$ cat config.mk
export PLATFORM = sky130hd
export DESIGN_NAME = gpio_irq_bank
export DESIGN_NICKNAME = d
export VERILOG_FILES = /design/src/rtl/gpb_pkg.sv /design/src/rtl/gpb_sync.sv /design/src/rtl/gpb_detect.sv /design/src/rtl/gpb_regs.sv /design/src/rtl/gpio_irq_bank.sv
export SDC_FILE = /design/constraint.sdc
export NUM_CORES = 1
export LEC_CHECK = 0
export BUFFER_PORTS_ARGS = -buffer_cell sky130_fd_sc_hd__buf_2
export CAP_MARGIN = 20
export CORE_MARGIN = 2
export CORE_UTILIZATION = 55
export DETAILED_ROUTE_END_ITERATION = 8
export PLACE_DENSITY = 0.82
export SKIP_LAST_GASP = 1
export SYNTH_ARGS = -nofsm -noshare
export SYNTH_HDL_FRONTEND = slang
export SYNTH_SLANG_ARGS = --single-unit
$ cat constraint.sdc
create_clock -name clk -period 2.1 [get_ports clk]
set_input_delay 0.105 -clock clk [delete_from_list [all_inputs] [get_ports clk]]
set_output_delay 0.105 -clock clk [all_outputs]
set_load 0.02 [all_outputs]
$ cat src/rtl/gpb_pkg.sv
// Package: shared constants and types for the GPIO bank.
// Assumes a 12-bit byte address; bits [11:10] select the region.
package gpb_pkg;
    localparam int ADDR_W = 12;

    localparam logic [ADDR_W-1:0] OFS_SENSE  = 12'h404;
    localparam logic [ADDR_W-1:0] OFS_BOTH   = 12'h408;
    localparam logic [ADDR_W-1:0] OFS_EVENT  = 12'h40C;
    localparam logic [ADDR_W-1:0] OFS_ENABLE = 12'h410;
    localparam logic [ADDR_W-1:0] OFS_RAW    = 12'h414;
    localparam logic [ADDR_W-1:0] OFS_MASKED = 12'h418;
    localparam logic [ADDR_W-1:0] OFS_CLEAR  = 12'h41C;
    localparam logic [ADDR_W-1:0] OFS_ALTSEL = 12'h420;

    typedef enum logic [1:0] {
        RGN_DATA = 2'b00,
        RGN_CTRL = 2'b01,
        RGN_DIR  = 2'b10,
        RGN_NONE = 2'b11
    } region_e;
endpackage

$ cat src/rtl/gpb_sync.sv
// Module: gpb_sync
// Multi-stage synchronizer for a vector of asynchronous inputs.
// Assumes each bit is independent (no bus coherency needed).
module gpb_sync #(
    parameter int W      = 8,
    parameter int STAGES = 2
) (
    input  logic         clk,
    input  logic         rst_n,
    input  logic [W-1:0] async_in,
    output logic [W-1:0] sync_out
);
    logic [W-1:0] chain [STAGES];

    generate
        for (genvar s = 0; s < STAGES; s++) begin : g_stage
            if (s == 0) begin : g_first
                // Purpose: capture the raw asynchronous level.
                always_ff @(posedge clk) begin
                    if (!rst_n) chain[0] <= '0;
                    else        chain[0] <= async_in;
                end
            end else begin : g_next
                // Purpose: pass the sample down the chain.
                always_ff @(posedge clk) begin
                    if (!rst_n) chain[s] <= '0;
                    else        chain[s] <= chain[s-1];
                end
            end
        end
    endgenerate

    assign sync_out = chain[STAGES-1];
endmodule

$ cat src/rtl/gpb_detect.sv
// Module: gpb_detect
// Per-pin interrupt detection: level or edge, polarity, both edges.
// Edges are found by comparing the synchronized level with the previous
// sample. Edge status latches until cleared; level status is live.
// Assumes lvl is already synchronous to clk.
module gpb_detect #(
    parameter int NPINS = 8
) (
    input  logic             clk,
    input  logic             rst_n,
    input  logic [NPINS-1:0] lvl,
    input  logic [NPINS-1:0] sense,
    input  logic [NPINS-1:0] both,
    input  logic [NPINS-1:0] evt,
    input  logic [NPINS-1:0] clr,
    output logic [NPINS-1:0] raw,
    output logic [NPINS-1:0] edge_lat
);
    generate
        for (genvar i = 0; i < NPINS; i++) begin : g_pin
            logic prev_q;
            logic rise;
            logic fall;
            logic hit;

            // Purpose: remember the previous synchronized level.
            always_ff @(posedge clk) begin
                if (!rst_n) prev_q <= 1'b0;
                else        prev_q <= lvl[i];
            end

            // Purpose: classify the transition and pick the active edge.
            always_comb begin
                rise = lvl[i] & ~prev_q;
                fall = ~lvl[i] & prev_q;
                if (both[i]) hit = rise | fall;
                else         hit = evt[i] ? rise : fall;
            end

            // Purpose: latch edge events; a new event beats a clear.
            always_ff @(posedge clk) begin
                if (!rst_n)   edge_lat[i] <= 1'b0;
                else if (hit) edge_lat[i] <= 1'b1;
                else if (clr[i]) edge_lat[i] <= 1'b0;
            end

            // Purpose: select live level status or latched edge status.
            always_comb begin
                if (sense[i]) raw[i] = ~(lvl[i] ^ evt[i]);
                else          raw[i] = edge_lat[i];
            end
        end
    endgenerate
endmodule

$ cat src/rtl/gpb_regs.sv
// Module: gpb_regs
// Register file and address decode for the GPIO bank. Data and direction
// accesses use address bits [NPINS+1:2] as a pin mask. Read data is
// registered and is zero after a cycle without a read.
// Assumes NPINS <= 8 so the mask stays below the region bits [11:10].
module gpb_regs
    import gpb_pkg::*;
#(
    parameter int NPINS = 8
) (
    input  logic              clk,
    input  logic              rst_n,
    input  logic [ADDR_W-1:0] addr,
    input  logic [NPINS-1:0]  wdata,
    input  logic              we,
    input  logic              re,
    input  logic [NPINS-1:0]  pin_sync,
    input  logic [NPINS-1:0]  raw_st,
    output logic [NPINS-1:0]  data_q,
    output logic [NPINS-1:0]  dir_q,
    output logic [NPINS-1:0]  sense_q,
    output logic [NPINS-1:0]  both_q,
    output logic [NPINS-1:0]  evt_q,
    output logic [NPINS-1:0]  en_q,
    output logic [NPINS-1:0]  af_q,
    output logic [NPINS-1:0]  clr_vec,
    output logic [NPINS-1:0]  rdata
);
    localparam int MSB = NPINS + 1;

    region_e          rgn;
    logic [NPINS-1:0] sel;
    logic [NPINS-1:0] rd_val;
    logic             wr_data, wr_dir, wr_sense, wr_both, wr_evt, wr_en, wr_af;

    // Purpose: split the address into region and pin mask.
    always_comb begin
        rgn = region_e'(addr[ADDR_W-1:ADDR_W-2]);
        sel = addr[MSB:2];
    end

    // Purpose: decode write strobes for each register.
    always_comb begin
        wr_data  = we && (rgn == RGN_DATA);
        wr_dir   = we && (rgn == RGN_DIR);
        wr_sense = we && (addr == OFS_SENSE);
        wr_both  = we && (addr == OFS_BOTH);
        wr_evt   = we && (addr == OFS_EVENT);
        wr_en    = we && (addr == OFS_ENABLE);
        wr_af    = we && (addr == OFS_ALTSEL);
        clr_vec  = (we && (addr == OFS_CLEAR)) ? wdata : '0;
    end

    // Purpose: masked update of data and direction registers.
    always_ff @(posedge clk) begin
        if (!rst_n) begin
            data_q <= '0;
            dir_q  <= '0;
        end else begin
            if (wr_data) data_q <= (data_q & ~sel) | (wdata & sel);
            if (wr_dir)  dir_q  <= (dir_q & ~sel) | (wdata & sel);
        end
    end

    // Purpose: whole-byte update of control registers.
    always_ff @(posedge clk) begin
        if (!rst_n) begin
            sense_q <= '0;
            both_q  <= '0;
            evt_q   <= '0;
            en_q    <= '0;
            af_q    <= '0;
        end else begin
            if (wr_sense) sense_q <= wdata;
            if (wr_both)  both_q  <= wdata;
            if (wr_evt)   evt_q   <= wdata;
            if (wr_en)    en_q    <= wdata;
            if (wr_af)    af_q    <= wdata;
        end
    end

    // Purpose: select the read value for the current address.
    always_comb begin
        rd_val = '0;
        unique case (rgn)
            RGN_DATA: rd_val = sel & ((dir_q & data_q) | (~dir_q & pin_sync));
            RGN_DIR:  rd_val = sel & dir_q;
            RGN_CTRL: begin
                case (addr)
                    OFS_SENSE:  rd_val = sense_q;
                    OFS_BOTH:   rd_val = both_q;
                    OFS_EVENT:  rd_val = evt_q;
                    OFS_ENABLE: rd_val = en_q;
                    OFS_RAW:    rd_val = raw_st;
                    OFS_MASKED: rd_val = raw_st & en_q;
                    OFS_ALTSEL: rd_val = af_q;
                    default:    rd_val = '0;
                endcase
            end
            default:  rd_val = '0;
        endcase
    end

    // Purpose: register read data; zero when no read is strobed.
    always_ff @(posedge clk) begin
        if (!rst_n)  rdata <= '0;
        else if (re) rdata <= rd_val;
        else         rdata <= '0;
    end
endmodule

$ cat src/rtl/gpio_irq_bank.sv
// Module: gpio_irq_bank
// Top of the GPIO bank: synchronizer, detectors, register file, pin
// output mux and the registered combined interrupt.
// Assumes a single clock domain for the bus; pin_in is asynchronous.
module gpio_irq_bank
    import gpb_pkg::*;
#(
    parameter int NPINS       = 8,
    parameter int SYNC_STAGES = 2
) (
    input  logic              clk,
    input  logic              rst_n,
    input  logic [ADDR_W-1:0] bus_addr,
    input  logic [NPINS-1:0]  bus_wdata,
    input  logic              bus_we,
    input  logic              bus_re,
    output logic [NPINS-1:0]  bus_rdata,
    input  logic [NPINS-1:0]  pin_in,
    input  logic [NPINS-1:0]  alt_out,
    input  logic [NPINS-1:0]  alt_oe,
    output logic [NPINS-1:0]  pin_out,
    output logic [NPINS-1:0]  pin_oe,
    output logic              irq
);
    logic [NPINS-1:0] pin_sync;
    logic [NPINS-1:0] data_q, dir_q, sense_q, both_q, evt_q, en_q, af_q;
    logic [NPINS-1:0] clr_vec, raw_st, edge_lat;
    logic             irq_q;

    gpb_sync #(.W(NPINS), .STAGES(SYNC_STAGES)) u_sync (
        .clk      (clk),
        .rst_n    (rst_n),
        .async_in (pin_in),
        .sync_out (pin_sync)
    );

    gpb_detect #(.NPINS(NPINS)) u_detect (
        .clk      (clk),
        .rst_n    (rst_n),
        .lvl      (pin_sync),
        .sense    (sense_q),
        .both     (both_q),
        .evt      (evt_q),
        .clr      (clr_vec),
        .raw      (raw_st),
        .edge_lat (edge_lat)
    );

    gpb_regs #(.NPINS(NPINS)) u_regs (
        .clk      (clk),
        .rst_n    (rst_n),
        .addr     (bus_addr),
        .wdata    (bus_wdata),
        .we       (bus_we),
        .re       (bus_re),
        .pin_sync (pin_sync),
        .raw_st   (raw_st),
        .data_q   (data_q),
        .dir_q    (dir_q),
        .sense_q  (sense_q),
        .both_q   (both_q),
        .evt_q    (evt_q),
        .en_q     (en_q),
        .af_q     (af_q),
        .clr_vec  (clr_vec),
        .rdata    (bus_rdata)
    );

    generate
        for (genvar i = 0; i < NPINS; i++) begin : g_pad
            // Purpose: give the pin to the hardware function or the bank.
            always_comb begin
                pin_out[i] = af_q[i] ? alt_out[i] : data_q[i];
                pin_oe[i]  = af_q[i] ? alt_oe[i]  : dir_q[i];
            end
        end
    endgenerate

    // Purpose: register the OR of all enabled status bits.
    always_ff @(posedge clk) begin
        if (!rst_n) irq_q <= 1'b0;
        else        irq_q <= |(raw_st & en_q);
    end

    assign irq = irq_q;
endmodule

==> impl_metrics.ini, run 1 <==
[logic_synthesis]
synth_edf_count = 0
synth_fp_nets = 659
yosysTopAreaCellShare_pct = 37.4
syn_inst = 595
syn_area_um2 = 5190
synth_cell_types = 56
synth-seq-cells = 97
ys_seq_area_share_pct = 37.4
synth_compound_area_share_pct = 12.8
async_reset_ff_share_pct = 0
synth-simple-area-share_pct = 27.1
synth_fa_ha_area_share_pct = 3.86
yosys.area_share.xor_xnor_pct = 1.35
synth_top_area_cell = dfxtp_1
synth_most_common_cell = dfxtp_1
yosys-top-cells-count = dfxtp_1 (97), nand2_1 (64), mux2i_1 (47)
ys.flop_type = dfxtp_1
muxShareOfSynthArea_pct = 12.5
ys_warn_count = 0
synth.area.top_cells = dfxtp_1 (37%), mux2i_1 (9.1%), nand2_1 (4.6%)
syn_avg_cell_area_um2 = 8.73
synth_top_family_by_area = simple AND/OR/NAND/NOR gates

[global_route]
antenna_found_initial = 0
grt_pass1_vias = 4535
track_usage_pct = 29.1
grt_start_max_net_pins = 71
grt_pass1_wl_um = 23200
grt.overflow.total = 0

[setup_path]
cp.arrival_ps = 1820
worstPathRequired_ps = 2360
timing_worst_setup_path_type = register to register
path_max_fanout = 7
worstSetupStartpointType = register
worstSetupEndpointType = register

[timing]
setup_tns_ps = 0
rsz0062_at_grt = false
slew_violations = 0
clock.fmax_ghz = 0.640
hold-worst-slack_ps = 18.0
min_period_ps = 1560
worst-slew-pin-transition_ps = 620
hold_viol_final = 0
relSlewSlack_pct = 58.7
fin_worst_skew_ps = 16.4
final-setup-viol-count = 0
fin_crit_sh_pct = 74.4

[place]
dp_hpwl_um = 10500
dpl-instance-area_um2 = 5720
portBuffers = 72
dp.cells = 766
gp_congestion = 0.963

[layout]
post-route-util_pct = 65.3
fin_area_um2 = 6010
final_cells = 790
num-fill-cells = 758
n_antenna_cell = 0
layout.nets = 738
drive_above_1_share_pct = 21.6
syn_to_final_growth_pct = 15.7

[clocking]
hold_buffers = 8
clkTransAtPathRegs_ps = 110
postCtsResizedCells = 0
clock_latency_ps = 380
cts-root-buf = clkbuf_8
cts_setup_buffers = 0
cts_tree = built
cts_made_buffers = 9
cts.sinks = 97
clock_path_buffers = 2
h-tree-depth = 3

[floorplan]
rows = 35
start_util_pct = 56.5
die_w_um = 101
dieArea_um2 = 10200
core_area_um2 = 9200
ioPinCount = 73
die_h_um = 101

[detailed_routing]
drc = 0
drt_first_pass_iters = 5
via_per_inst = 6.06
wl_per_cell_um = 18.5
drt-initial-drc-count = 411
final_antenna_net_count = 0
num_vias = 4786
wirelength_um = 14600

[status]
outcome = finished, final reports clean

[power]
power_density_nw_per_um2 = 588
leakagePower_nw = 2.38
ir_drop_v = 0.000348

[flow_run]
maxCapViolations = 0

[worst_hold_path]
min_path_type = input pin to register
## per-layer routing
layer	part of all wire, %	global-route usage, %	vias up
met4	2.6	9.98	0
met2	46	47.3	227
met3	7.9	4.49	40
met5	0	0	-
met1	43	39.5	2263
li1	-	-	2256
## layout by cell type, fill, tap and decap left out, types with 24 or more instances in the layout
cell type	count
a21oi_1	29
and2_1	24
buf_2	72
buf_4	25
dfxtp_1	97
inv_1	26
mux2i_1	47
nand2_1	64
nand3_1	39
o21ai_0	32
## stage by stage
step	setup WS [ps]	power, mW
final	538	3.53
after global routing	485	3.66
after CTS	562	3.54
after detailed placement	258	2.25
after global placement	365	2.24
after floorplan	573	2.12
## kinds of logic after synthesis
kind of cell / count (synthesis)
and+or+nand+nor: 237
AOI/OAI and AO/OA: 111
DFF: 97
buffers and inverters: 63
muxes: 63
adders and majority gates: 16
xor gates and xnor gates: 8
## final cells by class
class / count / area (µm²) / share of cell area (%)
Clock buffer: 9 / 124 / 2.06
Clock inverter: 7 / 83.8 / 1.40
Inverter: 26 / 97.6 / 1.62
Multi-Input combinational cell: 435 / 2990 / 49.8
Sequential cell: 97 / 1940 / 32.3
Tap cell: 111 / 139 / 2.31
Timing Repair Buffer: 105 / 628 / 10.5
## where the power goes
| part | total (mW) | switching, mW | internal [mW] |
|---|---|---|---|
| combinational | 0.332 | 0.192 | 0.139 |
| clock | 1.30 | 0.726 | 0.577 |
| sequential | 1.89 | 0.0254 | 1.87 |
## worst max-delay path: stages, from the launching register on
cell and delay (ps):
dfxtp_1 460, xor2_1 210, o21ai_0 210, nand4b_1 230, o31a_1 320
## worst paths after layout
path	end	slack [ps]	depth (start not counted)	start
max	irq	540	4	u_regs.evt_q[6]
min	register	20	3	bus_wdata[6]
max reg2reg	irq	540	4	u_regs.evt_q[6]
min reg2reg	u_sync.chain[1][0]	450	1	u_sync.chain[0][0]
Note: power is estimated with default switching activity, not from simulation.
==> run 2, diff against run 1 <==
--- a/config.mk
+++ b/config.mk
@@ -8,9 +8,9 @@
 export BUFFER_PORTS_ARGS = -buffer_cell sky130_fd_sc_hd__buf_2
 export CAP_MARGIN = 20
 export CORE_MARGIN = 2
-export CORE_UTILIZATION = 55
+export CORE_UTILIZATION = 52
 export DETAILED_ROUTE_END_ITERATION = 8
-export PLACE_DENSITY = 0.82
+export PLACE_DENSITY = 0.81
 export SKIP_LAST_GASP = 1
 export SYNTH_ARGS = -nofsm -noshare
 export SYNTH_HDL_FRONTEND = slang
==> constraint.sdc (replaced) <==
create_clock -name clk -period 1.35 [get_ports clk]
set_input_delay 0.0675 -clock clk [delete_from_list [all_inputs] [get_ports clk]]
set_output_delay 0.0675 -clock clk [all_outputs]
set_load 0.02 [all_outputs]
==> impl_metrics.ini, run 2 (synthesized netlist as in run 1, its figures left out) <==
[status]
outcome = finished, final reports clean

[detailed_routing]
drt_first_pass_iters = 5
final_antenna_net_count = 0
via_per_inst = 5.78
wl_per_cell_um = 17.9
num_vias = 5002
drc = 0
drt-initial-drc-count = 307
wirelength_um = 15500

[power]
ir_drop_v = 0.000623
leakagePower_nw = 2.68
power_density_nw_per_um2 = 875
power.total_mw = 5.80

[timing]
rsz0062_at_grt = true
slew_violations = 0
worst-slew-pin-transition_ps = 638
relSlewSlack_pct = 56.9
fin_crit_sh_pct = 99.4
final-setup-viol-count = 0
clock.fmax_ghz = 0.745
hold_viol_final = 0
min_period_ps = 1340
worst_slack_ps = 7.76
fin_worst_skew_ps = 9.14

[layout]
num-fill-cells = 805
mostFrequentLayoutCell = dfxtp_1
layout.nets = 791
drive_above_1_share_pct = 30.9
post-route-util_pct = 68.1
syn_to_final_growth_pct = 27.6
n_antenna_cell = 0
final_cell_mix = dfxtp_1 (79), buf_4 (73), buf_2 (70)

[clocking]
clock_latency_ps = 370
cts_made_buffers = 9
cts_tree = built
cts-root-buf = clkbuf_8
cts.sinks = 97
clkTransAtPathRegs_ps = 100
clock_path_buffers = 2
h-tree-depth = 3

[worst_hold_path]
min_path_type = input pin to register

[floorplan]
core_area_um2 = 9730
rows = 36
start_util_pct = 53.4
dieArea_um2 = 10800
die_h_um = 104
die_w_um = 104
ioPinCount = 73

[setup_path]
worstSetupEndpointType = register
cp.arrival_ps = 1620
path_max_fanout = 3
timing_worst_setup_path_type = register to register
worstPathRequired_ps = 1620
worstSetupStartpointType = register

[global_route]
antenna_found_initial = 0
track_usage_pct = 28.7
grt_pass1_wl_um = 24600
grt.overflow.total = 0
grt_start_max_net_pins = 61
grt_pass1_vias = 4845

[place]
gp_congestion = 0.946
portBuffers = 72
dp_hpwl_um = 11300
post-place-ws_ps = -209

[flow_run]
maxCapViolations = 0
## run 2: timing repair
item | CTS | global route
hold buffers | 13 | 0
gates resized for setup | 18 | 28
endpoints found under the setup margin | 24 | 25
buffers inserted | 1 | 2
pin swaps | 0 | 7
endpoints found under the hold margin | 15 | 0
## run 2: power by group
| part | total [mW] | internal, mW | switching, mW |
|---|---|---|---|
| Sequential | 2.92 | 2.89 | 0.0327 |
| Clock | 2.23 | 1.16 | 1.07 |
| Combinational | 0.641 | 0.293 | 0.348 |
| Total | 5.80 | 4.34 | 1.46 |
## run 2: layer usage
layer	track usage (%)	up-vias	part of all wire, %
met4	13.0	0	3.5
met3	5.83	45	8.3
met2	47.4	247	48
met5	0	-	0
li1	-	2367	-
met1	36.1	2343	41
## run 2: worst paths after layout
| check | start | endpoint | slack [ps] | cells after the start |
|---|---|---|---|---|
| worst max register to register | u_sync.chain[1][6] | u_detect.edge_lat[6] | 8 | 7 |
| worst min register to register | u_sync.chain[0][4] | u_sync.chain[1][4] | 440 | 1 |
| worst max-delay path | u_sync.chain[1][6] | u_detect.edge_lat[6] | 8 | 7 |
| worst min-delay path | bus_wdata[3] | register | 7 | 3 |
## run 2: layout make-up
cell class / instances / area (µm²) / share of cell area (%)
Clock buffer: 11 / 151 / 2.29
Clock inverter: 5 / 85.1 / 1.28
Inverter: 26 / 97.6 / 1.47
Multi-Input combinational cell: 435 / 3080 / 46.4
Sequential cell: 97 / 1990 / 30.0
Tap cell: 133 / 166 / 2.51
Timing Repair Buffer: 158 / 1060 / 16.0
## run 2: metrics by stage
step           cells  hold WS (ps)  setup TNS, ps  instance area (µm²)
2_1_floorplan    595           195          -77.7                 5240
3_3_place_gp     834           272          -6420                 6120
3_5_place_dp     834           276          -7750                 6120
4_1_cts          863          2.20          -62.3                 6520
5_1_grt          865          23.4          -69.1                 6630
6_report         865          7.33              0                 6630
## run 2: critical path: stages, from the launching register on
cell and delay (ps):
dfxtp_2 360, buf_4 110, inv_1 40, ha_1 180, nor2b_1 140, a211oi_2 180
a21oi_2 60, o21a_1 180
